## config.mk

```make
export PLATFORM = sky130hd
export DESIGN_NAME = spiByteSlave
export DESIGN_NICKNAME = d
export VERILOG_FILES = /design/src/rtl/spiSlavePkg.sv /design/src/rtl/spiSlaveFifo.sv /design/src/rtl/spiSlaveCtrl.sv /design/src/rtl/spiSlaveDatapath.sv /design/src/rtl/spiByteSlave.sv
export SDC_FILE = /design/constraint.sdc
export NUM_CORES = 1
export LEC_CHECK = 0
export BUFFER_PORTS_ARGS = -buffer_cell sky130_fd_sc_hd__buf_2
export CAP_MARGIN = 20
export CORE_MARGIN = 2
export CORE_UTILIZATION = 40
export DETAILED_ROUTE_END_ITERATION = 10
export GPL_TIMING_DRIVEN = 0
export PLACE_DENSITY = 0.65
export SETUP_SLACK_MARGIN = 0.1
export SLEW_MARGIN = 20
export SYNTH_ARGS = -nofsm -noshare
export SYNTH_HDL_FRONTEND = slang
export SYNTH_SLANG_ARGS = --single-unit
```

## constraint.sdc

```tcl
create_clock -name clk -period 4.9 [get_ports clk]
set_input_delay 1.47 -clock clk [delete_from_list [all_inputs] [get_ports clk]]
set_output_delay 1.47 -clock clk [all_outputs]
set_load 0.01 [all_outputs]
```

## src/rtl/spiSlavePkg.sv

```systemverilog
package spiSlavePkg;
  // control to datapath strobes, at most one active per cycle
  typedef struct packed {
    logic sample;   // capture MOSI bit
    logic shift;    // advance MISO shift register
    logic restore;  // reload shift register from held byte
    logic load;     // pop transmit FIFO into shift register
    logic store;    // push received byte
    logic starve;   // frame ended with nothing to send
  } spiStrobes_t;

  localparam logic [1:0] ADDR_CTRL = 2'd0;
  localparam logic [1:0] ADDR_STAT = 2'd1;
  localparam logic [1:0] ADDR_FLAG = 2'd2;
  localparam logic [1:0] ADDR_DATA = 2'd3;

  localparam int FLAG_STARVE  = 0;
  localparam int FLAG_OVERRUN = 1;
  localparam int FLAG_STORED  = 2;
endpackage

```

## src/rtl/spiSlaveFifo.sv

```systemverilog
module spiSlaveFifo #(
  parameter int WIDTH = 8,
  parameter int DEPTH = 16
) (
  input  logic             clk,
  input  logic             rstN,
  input  logic             push,
  input  logic [WIDTH-1:0] din,
  input  logic             pop,
  output logic [WIDTH-1:0] dout,
  output logic             empty,
  output logic             full
);
  localparam int AW = $clog2(DEPTH);

  logic [WIDTH-1:0] mem [DEPTH];
  logic [AW:0] wrPtr, rdPtr;

  assign empty = (wrPtr == rdPtr);
  assign full  = (wrPtr[AW] != rdPtr[AW]) && (wrPtr[AW-1:0] == rdPtr[AW-1:0]);
  assign dout  = mem[rdPtr[AW-1:0]];

  always_ff @(posedge clk) begin
    if (push && !full) mem[wrPtr[AW-1:0]] <= din;
  end

  always_ff @(posedge clk or negedge rstN) begin
    if (!rstN) begin
      wrPtr <= '0;
      rdPtr <= '0;
    end else begin
      if (push && !full) wrPtr <= wrPtr + 1'b1;
      if (pop && !empty) rdPtr <= rdPtr + 1'b1;
    end
  end
endmodule

```

## src/rtl/spiSlaveCtrl.sv

```systemverilog
module spiSlaveCtrl
  import spiSlavePkg::*;
#(
  parameter int FRAME_BITS  = 8,
  parameter int SYNC_STAGES = 2
) (
  input  logic        clk,
  input  logic        rstN,
  input  logic        sckIn,
  input  logic        mosiIn,
  input  logic        csnIn,
  input  logic        active,
  input  logic        txEmpty,
  output logic        mosiBit,
  output spiStrobes_t strb
);
  localparam int CW = $clog2(FRAME_BITS);
  localparam logic [CW-1:0] LAST = CW'(FRAME_BITS - 1);

  typedef enum logic [1:0] {IDLE, READY, STORE, RELOAD} ctrlState_t;

  logic [SYNC_STAGES-1:0] sckSync, mosiSync, csnSync;
  logic sckS, csnS, sckPrev, rise, fall, selected;
  ctrlState_t state, nextState;
  logic [CW-1:0] bitCnt;

  always_ff @(posedge clk or negedge rstN) begin
    if (!rstN) begin
      sckSync  <= '0;
      mosiSync <= '0;
      csnSync  <= '1;
      sckPrev  <= 1'b0;
    end else begin
      sckSync  <= {sckSync[SYNC_STAGES-2:0], sckIn};
      mosiSync <= {mosiSync[SYNC_STAGES-2:0], mosiIn};
      csnSync  <= {csnSync[SYNC_STAGES-2:0], csnIn};
      sckPrev  <= sckS;
    end
  end

  assign sckS     = sckSync[SYNC_STAGES-1];
  assign csnS     = csnSync[SYNC_STAGES-1];
  assign mosiBit  = mosiSync[SYNC_STAGES-1];
  assign rise     = sckS && !sckPrev;
  assign fall     = !sckS && sckPrev;
  assign selected = active && !csnS;

  always_comb begin
    strb      = '0;
    nextState = state;
    unique case (state)
      IDLE: if (active && !txEmpty) begin
        strb.load = 1'b1;
        nextState = READY;
      end
      READY: begin
        if (!selected) begin
          strb.restore = 1'b1;
        end else if (rise) begin
          strb.sample = 1'b1;
          if (bitCnt == LAST) nextState = STORE;
        end else if (fall && bitCnt != '0) begin
          strb.shift = 1'b1;
        end
      end
      STORE: begin
        strb.store = 1'b1;
        nextState  = RELOAD;
      end
      RELOAD: begin
        if (!txEmpty) begin
          strb.load = 1'b1;
          nextState = READY;
        end else begin
          strb.starve = 1'b1;
          nextState   = IDLE;
        end
      end
      default: nextState = IDLE;
    endcase
  end

  always_ff @(posedge clk or negedge rstN) begin
    if (!rstN) begin
      state  <= IDLE;
      bitCnt <= '0;
    end else begin
      state <= nextState;
      if (state != READY || !selected) bitCnt <= '0;
      else if (rise) bitCnt <= (bitCnt == LAST) ? '0 : bitCnt + 1'b1;
    end
  end
endmodule

```

## src/rtl/spiSlaveDatapath.sv

```systemverilog
module spiSlaveDatapath
  import spiSlavePkg::*;
#(
  parameter int FRAME_BITS = 8,
  parameter int FIFO_DEPTH = 16
) (
  input  logic                  clk,
  input  logic                  rstN,
  input  spiStrobes_t           strb,
  input  logic                  mosiBit,
  input  logic [1:0]            regAddr,
  input  logic                  regWr,
  input  logic                  regRd,
  input  logic [FRAME_BITS-1:0] regWdata,
  output logic [FRAME_BITS-1:0] regRdata,
  output logic                  misoOut,
  output logic                  irqOut,
  output logic                  active,
  output logic                  txEmpty,
  output logic                  rxFull
);
  localparam int FB = FRAME_BITS;

  logic enBit, slaveBit, gieBit;
  logic [2:0] irqFlags, flagSet, flagClr;
  logic [FB-1:0] txHead, rxHead, txHold, txShift, rxShift;
  logic txFull, rxEmpty, txPush, rxPop;

  assign txPush = regWr && regAddr == ADDR_DATA;
  assign rxPop  = regRd && regAddr == ADDR_DATA && !rxEmpty;

  spiSlaveFifo #(.WIDTH(FB), .DEPTH(FIFO_DEPTH)) i_txFifo (
    .clk(clk), .rstN(rstN), .push(txPush), .din(regWdata),
    .pop(strb.load), .dout(txHead), .empty(txEmpty), .full(txFull)
  );

  spiSlaveFifo #(.WIDTH(FB), .DEPTH(FIFO_DEPTH)) i_rxFifo (
    .clk(clk), .rstN(rstN), .push(strb.store), .din(rxShift),
    .pop(rxPop), .dout(rxHead), .empty(rxEmpty), .full(rxFull)
  );

  always_ff @(posedge clk or negedge rstN) begin
    if (!rstN) begin
      txHold  <= '0;
      txShift <= '0;
      rxShift <= '0;
    end else begin
      if (strb.load) begin
        txHold  <= txHead;
        txShift <= txHead;
      end else if (strb.restore) begin
        txShift <= txHold;
      end else if (strb.shift) begin
        txShift <= {txShift[FB-2:0], 1'b0};
      end
      if (strb.sample) rxShift <= {rxShift[FB-2:0], mosiBit};
    end
  end

  always_comb begin
    flagSet = '0;
    flagSet[FLAG_STARVE]  = strb.starve;
    flagSet[FLAG_OVERRUN] = strb.store && rxFull;
    flagSet[FLAG_STORED]  = strb.store && !rxFull;
    flagClr = (regWr && regAddr == ADDR_FLAG) ? regWdata[2:0] : 3'b000;
  end

  always_ff @(posedge clk or negedge rstN) begin
    if (!rstN) begin
      enBit    <= 1'b0;
      slaveBit <= 1'b0;
      gieBit   <= 1'b0;
      irqFlags <= '0;
    end else begin
      if (regWr && regAddr == ADDR_CTRL) begin
        enBit    <= regWdata[0];
        slaveBit <= regWdata[1];
        gieBit   <= regWdata[2];
      end
      irqFlags <= (irqFlags & ~flagClr) | flagSet;
    end
  end

  always_comb begin
    regRdata = '0;
    unique case (regAddr)
      ADDR_CTRL: regRdata[2:0] = {gieBit, slaveBit, enBit};
      ADDR_STAT: regRdata[3:0] = {txFull, txEmpty, rxFull, rxEmpty};
      ADDR_FLAG: regRdata[2:0] = irqFlags;
      default:   regRdata      = rxEmpty ? '0 : rxHead;
    endcase
  end

  assign active  = enBit && slaveBit;
  assign irqOut  = gieBit && (irqFlags != '0);
  assign misoOut = txShift[FB-1];
endmodule

```

## src/rtl/spiByteSlave.sv

```systemverilog
module spiByteSlave
  import spiSlavePkg::*;
#(
  parameter int FRAME_BITS  = 8,
  parameter int FIFO_DEPTH  = 16,
  parameter int SYNC_STAGES = 2
) (
  input  logic                  clk,
  input  logic                  rstN,
  input  logic                  sckIn,
  input  logic                  mosiIn,
  input  logic                  csnIn,
  output logic                  misoOut,
  input  logic [1:0]            regAddr,
  input  logic                  regWr,
  input  logic                  regRd,
  input  logic [FRAME_BITS-1:0] regWdata,
  output logic [FRAME_BITS-1:0] regRdata,
  output logic                  irqOut
);
  spiStrobes_t strb;
  logic mosiBit, active, txEmpty, rxFull;

  spiSlaveCtrl #(.FRAME_BITS(FRAME_BITS), .SYNC_STAGES(SYNC_STAGES)) i_ctrl (
    .clk(clk), .rstN(rstN), .sckIn(sckIn), .mosiIn(mosiIn), .csnIn(csnIn),
    .active(active), .txEmpty(txEmpty), .mosiBit(mosiBit), .strb(strb)
  );

  spiSlaveDatapath #(.FRAME_BITS(FRAME_BITS), .FIFO_DEPTH(FIFO_DEPTH)) i_dp (
    .clk(clk), .rstN(rstN), .strb(strb), .mosiBit(mosiBit),
    .regAddr(regAddr), .regWr(regWr), .regRd(regRd), .regWdata(regWdata),
    .regRdata(regRdata), .misoOut(misoOut), .irqOut(irqOut),
    .active(active), .txEmpty(txEmpty), .rxFull(rxFull)
  );
endmodule

```

**After elaboration in Yosys (flattened, before gate mapping)**

Memory sizes are Yosys's and may differ from the RTL's.
Cells that the tools add are included.

- Register bits: 62
- Memories kept: 2
- Bits in writable memories: 256
- Bits of input ports: 17
- Logic and storage cells: 115
- Output and inout port bits: 10

- Muxes and demuxes: 33
- Add/subtract/negate cells: 5
- Reductions and logical operators: 37
- Equal/unequal tests: 18
- Bitwise logic cells: 3

Memory list:

| name | words | bits a word | read ports | clocked after Yosys merged registers in | wr ports | RTL line | RTL |
|---|---|---|---|---|---|---|---|
| i_dp.i_rxFifo.mem | 16 | 8 | 1 | 0 | 1 | spiSlaveFifo.sv:16 | `logic [WIDTH-1:0] mem [DEPTH];` |
| i_dp.i_txFifo.mem | 16 | 8 | 1 | 0 | 1 | spiSlaveFifo.sv:16 |  |

Operator list:

| cell | count |
|---|---|
| 8-bit two-way mux | 4 |
| 5-bit by 1-bit adder with 5-bit output, second input constant | 4 |
| 1-bit logical AND | 19 |
| 3-bit two-way mux | 5 |
| 1-bit two-way mux | 14 |
| 5-bit equality test | 2 |
| 2-bit two-way mux | 5 |
| 2-bit by 1-bit != test with 1-bit output, second input constant | 5 |
| 3-bit one-hot mux with 3 select lines | 1 |
| 3-bit nonzero test | 3 |
| 2-bit equality test, second input constant | 4 |
| 4-bit equality test | 2 |
| 1-bit logical NOT | 8 |
| 2-bit one-hot mux with 4 select lines | 1 |
| 2-bit by 1-bit equality test with 1-bit output, second input constant | 2 |
| 2-bit logical NOT | 2 |
| 4-bit two-way mux | 1 |
| 1-bit one-hot mux with 2 select lines | 2 |
| 4-bit AND reduction | 1 |
| 3-bit by 1-bit adder with 3-bit output, second input constant | 1 |
| 3-bit bitwise AND | 1 |
| 3-bit equality test, second input constant | 1 |
| 3-bit NOT | 1 |
| 3-bit OR | 1 |
| 5 further kinds | 6 |

**Depth between registers and ports, before layout**

- Word-level depth: 10
- Gate-level depth with buffers: 8
- Mapped depth without buffers: 7

**Hierarchy**

Synthesis repeated with hierarchy kept, for this count alone.

- Cells, all modules: 737
- Area total of the unflattened synthesis: 13225.2 µm²

By module, submodules not included:

| module | times used | sequential area each (µm²) | area an instance (µm²) | cells each |
|---|---|---|---|---|
| spiSlaveFifo (i_dp.i_rxFifo) | 1 | 4093.9 | 5597.9 | 277 |
| spiSlaveFifo (i_dp.i_txFifo) | 1 | 4093.9 | 5586.6 | 277 |
| spiSlaveDatapath | 1 | 750.7 | 1430.1 | 130 |
| spiSlaveCtrl | 1 | 302.8 | 610.6 | 53 |

**Worst setup path before layout**

OpenSTA, ideal clock, no wires.

- Kind: input-to-output
- From: in regAddr[1]
- To: out regRdata[4]
- Required time: 3430 ps
- Arrival time: 2516 ps
- Buffers on the path: 2
- Stages on the path: 5
- Setup slack: 914 ps
- Cells stage by stage: clkbuf_1 and2_1 o21ai_0 clkbuf_1 a211oi_1

- Word-level cells in the longest chain between the ends: 3
- Elaborated cells between the ends (all ways): 5
- Those cells by class: 2 x eq/ne; 1 x mux; 2 x reduce/logical

RTL lines:

| element | RTL line | RTL |
|---|---|---|
| start: declaration | spiByteSlave.sv:14 | `input logic [1:0] regAddr,` |
| 2-bit by 1-bit equality test with 1-bit output (tied with other cells) | spiSlaveDatapath.sv:86 | `unique case (regAddr)` |
| 3-bit OR reduction (no line) * | -- |  |
| 4-bit two-way mux * | spiSlaveDatapath.sv:86 |  |
| end: declaration | spiByteSlave.sv:18 | `output logic [FRAME_BITS-1:0] regRdata,` |

Mark *: on every way between the ends. The rest lies on a longest branch, timed or not.

**Worst setup path after layout**

- From: in regAddr[1]
- To: out regRdata[0]

- Word-level cells in the longest chain between the ends: 2
- Elaborated cells between the ends (all ways): 4
- Those cells by class: 2 x eq/ne; 1 x mux; 1 x reduce/logical

RTL lines:

| element | RTL line |
|---|---|
| 2-bit equality test (tied with other cells) | spiSlaveDatapath.sv:86 |
| 3-bit one-hot mux with 3 select lines * | spiSlaveDatapath.sv:86 |

Marks and branches as above.

==> flow_summary_export.csv <==
group,metric,value,unit
run_status,status,"completed",
power,p_int,6.11,mW
global_route,overflow,0,
worst_setup_path,startpoint_type,"input port",
timing,setup_viol,0,
synthesis,synthArstFlopShare,19.5,%
floorplanning,die_h,186,um
route,vias,6476,
clock_tree,cts_buffers,36,
timing,max_freq,223,MHz
synthesis,ys_seq_elements,318,
layout,areaGrowthSynthToFinish,15.5,%
worst_setup_path,r2r_start,"i_dp.i_rxFifo.rdPtr[0]$_DFFE_PN0P_",
clock_tree,cts_setup_buffers,0,
layout,num-fill-cells,2811,
floorplanning,core_area,0.0325,mm2
clock_tree,cts_resized,0,
worst_setup_path,cp-endpoint,"regRdata[0]",
min_path,hp-class,"reg -> reg",
worst_setup_path,r2r_cells,6,
synthesis,yosysTopAreaCell,"edfxtp_1",
power,power_density,573,mW/mm2
layout,layout-drive-gt1-share,26.0,%
place,place_hpwl,17100,um
global_route,grt_antenna_before_repair,1,
power,sw_frac_of_total,29.9,%
power,total_power,8.72,mW
route,firstDrtPassIters,5,
synthesis,syn_area,0.0132,mm2
timing,tightest_slew,0.937,ns
clock_tree,cts_tree,"yes",
place,io_buffers,25,
layout,final_area,0.0152,mm2
route,drc,0,
worst_setup_path,slowest_delay,0.29,ns
clock_tree,h-tree-depth,2,
power,pwr-share-comb,28.2,%
global_route,grt_use_total,16.1,%
layout,final_common_cell,"edfxtp_1",
worst_setup_path,arrival,3.02,ns
place,placed_area,0.0139,mm2
clock_tree,clk_pin_slew_worst_paths,0.05,ns
flow_run,cap_violations,0,
worst_setup_path,crit_fanout,10,
place,dp.cells,1176,
synthesis,syn_avg_cell_area,18.6,um2
synthesis,syn-num-nets,742,
timing,slew_headroom,37.1,%
worst_setup_path,worstPathRequired,3.43,ns
clock_tree,cts.sinks,318,
timing,fin_crit_sh,91.6,%
global_route,grt_max_degree,54,
route,routed_wl,26700,um
route,initialDrtViolationCount,616,
synthesis,synthCells,707,
synthesis,ys_warn_count,0,
power,p_clk_share,33.4,%
timing,setup-tns-final,0,ns
layout,finalNonFillerCells,1243,
route,ant_nets,0,
timing,hold_violations,0,
timing,rsz0062_at_grt,"false",
timing,post-route-min-period,4.49,ns
power,power_frac_seq,38.4,%
worst_setup_path,timing.critical_path.mode_cell,"clkbuf_1",
timing,holdWs,0.349,ns
power,worst_ir_drop_vdd,0.000315,V
global_route,grt_pass1_wl,40800,um
synthesis,yosysSeqAreaShare,70.1,%
synthesis,synth-edff-count,256,
synthesis,synth.distinct_cells,56,
clock_tree,cts_hold_buf,0,
clock_tree,clk_latency,0.53,ns
floorplanning,std_cell_rows,66,
clock_tree,cts_max_path_buffers,3,
worst_setup_path,r2r_setup_slack,2.23,ns
synthesis,synth_top_area_share,58.3,%
layout,nets,807,
floorplanning,dieArea,0.0344,mm2
route,wl_per_cell,21.5,um
clock_tree,cts_root_buf,"clkbuf_16",
worst_setup_path,crit_path_end_kind,"output pin",
layout,final_cell_mix,"256 x edfxtp_1, 60 x dfrtp_1, 47 x mux4_2",
place,place_congestion,0.798,
timing,skew,0.0267,ns
global_route,grt_pass1_vias,6790,
worst_setup_path,worstSetupPathType,"in -> out",
timing,slew_violations,0,
power,leakage,5.48,nW
worst_setup_path,reg2reg_to,"i_dp.i_rxFifo.mem[9][2]$_DFFE_PP_",
synthesis,synth_area_leaders,"edfxtp_1 58%, dfrtp_1 11%, mux4_2 8.0%",
worst_setup_path,crit_start,"regAddr[1]",
floorplanning,start_util,40.5,%
route,drt-vias-per-instance,5.21,
worst_setup_path,critPathSlowestCell,"a31o_2",
worst_setup_path,path_cells,"clkbuf_1 -> and2_1 -> o21ai_0 -> clkbuf_1 -> a31o_2 -> o221ai_1 -> buf_2",
synthesis,synth_ff_type,"edfxtp_1",
power,netSwitchingPower,2.61,mW
floorplanning,die_w,186,um
floorplanning,ioPinCount,27,
[final cells by class]
cell class                      instances  area, um2  share of cell area (%)
Timing Repair Buffer                   27        163                    1.07
Clock buffer                           39        922                    6.05
Clock inverter                         27        397                    2.60
Sequential cell                       318       9240                    60.7
Tap cell                              442        553                    3.63
Inverter                               18       67.6                   0.444
Buffer                                 39        234                    1.54
Antenna cell                            1       2.50                  0.0164
Multi-Input combinational cell        332       3650                    24.0
[per-stage QoR]
step	util, %	setup WS [ns]
floorplan	-	0.914
global placement	42.6	0.429
detailed placement	42.7	0.445
CTS	46.8	0.431
global route	46.8	0.306
finish	46.8	0.411
[cell families (layout without fill, tap and decap cells)]
logic type,Yosys count,count (layout),share of synthesized area [%]
flops,318,318,70.1
mux,114,114,15.6
simple gates,108,108,4.56
compound gates,64,64,3.86
buf+inv,57,150,2.29
xor+xnor,28,28,1.86
fa+ha+maj,18,18,1.71
other cells,0,1,0
[cell usage after synthesis (all sizes together), types with 2 or more instances]
cell      n
and3     33
buf      24
mux4     65
nor2      9
xnor2    15
nor3b     2
nand3     5
mux2     27
o211ai    7
o22a      2
and2      3
nand4     5
nor3      3
and4      2
edfxtp  256
clkbuf   15
mux2i    22
a21oi     2
a22o      4
inv      18
ha       18
a22oi     4
a32o      2
xor2     13
nand2    30
nor2b    11
dfrtp    60
dfstp     2
a31o      2
o21ai    23
a211oi   10
[layer usage]
metal / share of wire, % / up-vias / track usage (%)
met5: 0 / - / 0
met4: 1.5 / 0 / 4.06
met3: 4.8 / 31 / 2.54
met2: 50 / 147 / 27.1
met1: 44 / 3348 / 21.9
li1: - / 2950 / -
[how the worst min path moves through the flow]
stage | startpoint | to | slack [ns] | depth (start not counted)
floorplan | i_ctrl.mosiSync[0]$_DFF_PN0_ | i_ctrl.mosiSync[1]$_DFF_PN0_ | 0.33 | 0
global placement | i_ctrl.sckSync[0]$_DFF_PN0_ | i_ctrl.sckSync[1]$_DFF_PN0_ | 0.34 | 0
detailed placement | i_ctrl.sckSync[0]$_DFF_PN0_ | i_ctrl.sckSync[1]$_DFF_PN0_ | 0.34 | 0
CTS | i_ctrl.sckSync[0]$_DFF_PN0_ | i_ctrl.sckSync[1]$_DFF_PN0_ | 0.35 | 0
global route | i_ctrl.mosiSync[0]$_DFF_PN0_ | i_ctrl.mosiSync[1]$_DFF_PN0_ | 0.36 | 0
finish | i_ctrl.mosiSync[0]$_DFF_PN0_ | i_ctrl.mosiSync[1]$_DFF_PN0_ | 0.35 | 0
[flip-flops by register name (all words and copies together), names as in the netlist, 2 cells and up]
signal	flops
i_dp.i_txFifo.wrPtr	5
i_dp.txHold	8
i_dp.i_rxFifo.rdPtr	5
i_dp.irqFlags	3
i_dp.txShift	8
i_dp.i_rxFifo.wrPtr	5
i_ctrl.sckSync	2
i_ctrl.mosiSync	2
i_ctrl.state	2
i_dp.i_rxFifo.mem	128
i_dp.rxShift	8
i_dp.i_txFifo.rdPtr	5
i_dp.i_txFifo.mem	128
i_ctrl.csnSync	2
i_ctrl.bitCnt	3
[power groups by stage]
stage,clock network [mW],registers [mW],logic (mW)
global route,3.07,3.38,2.68
floorplan,0,3.36,1.84
CTS,2.97,3.35,2.49
finish,2.91,3.35,2.46
global placement,0,3.40,2.45
detailed placement,0,3.41,2.48
[worst max-delay path: cells and delay by family]
family / cells / cell delay, ns
simple gates: 1 / 0.28
compound gates: 3 / 0.54
buf+inv: 3 / 0.72
Note: power is estimated with default switching activity, not from simulation.
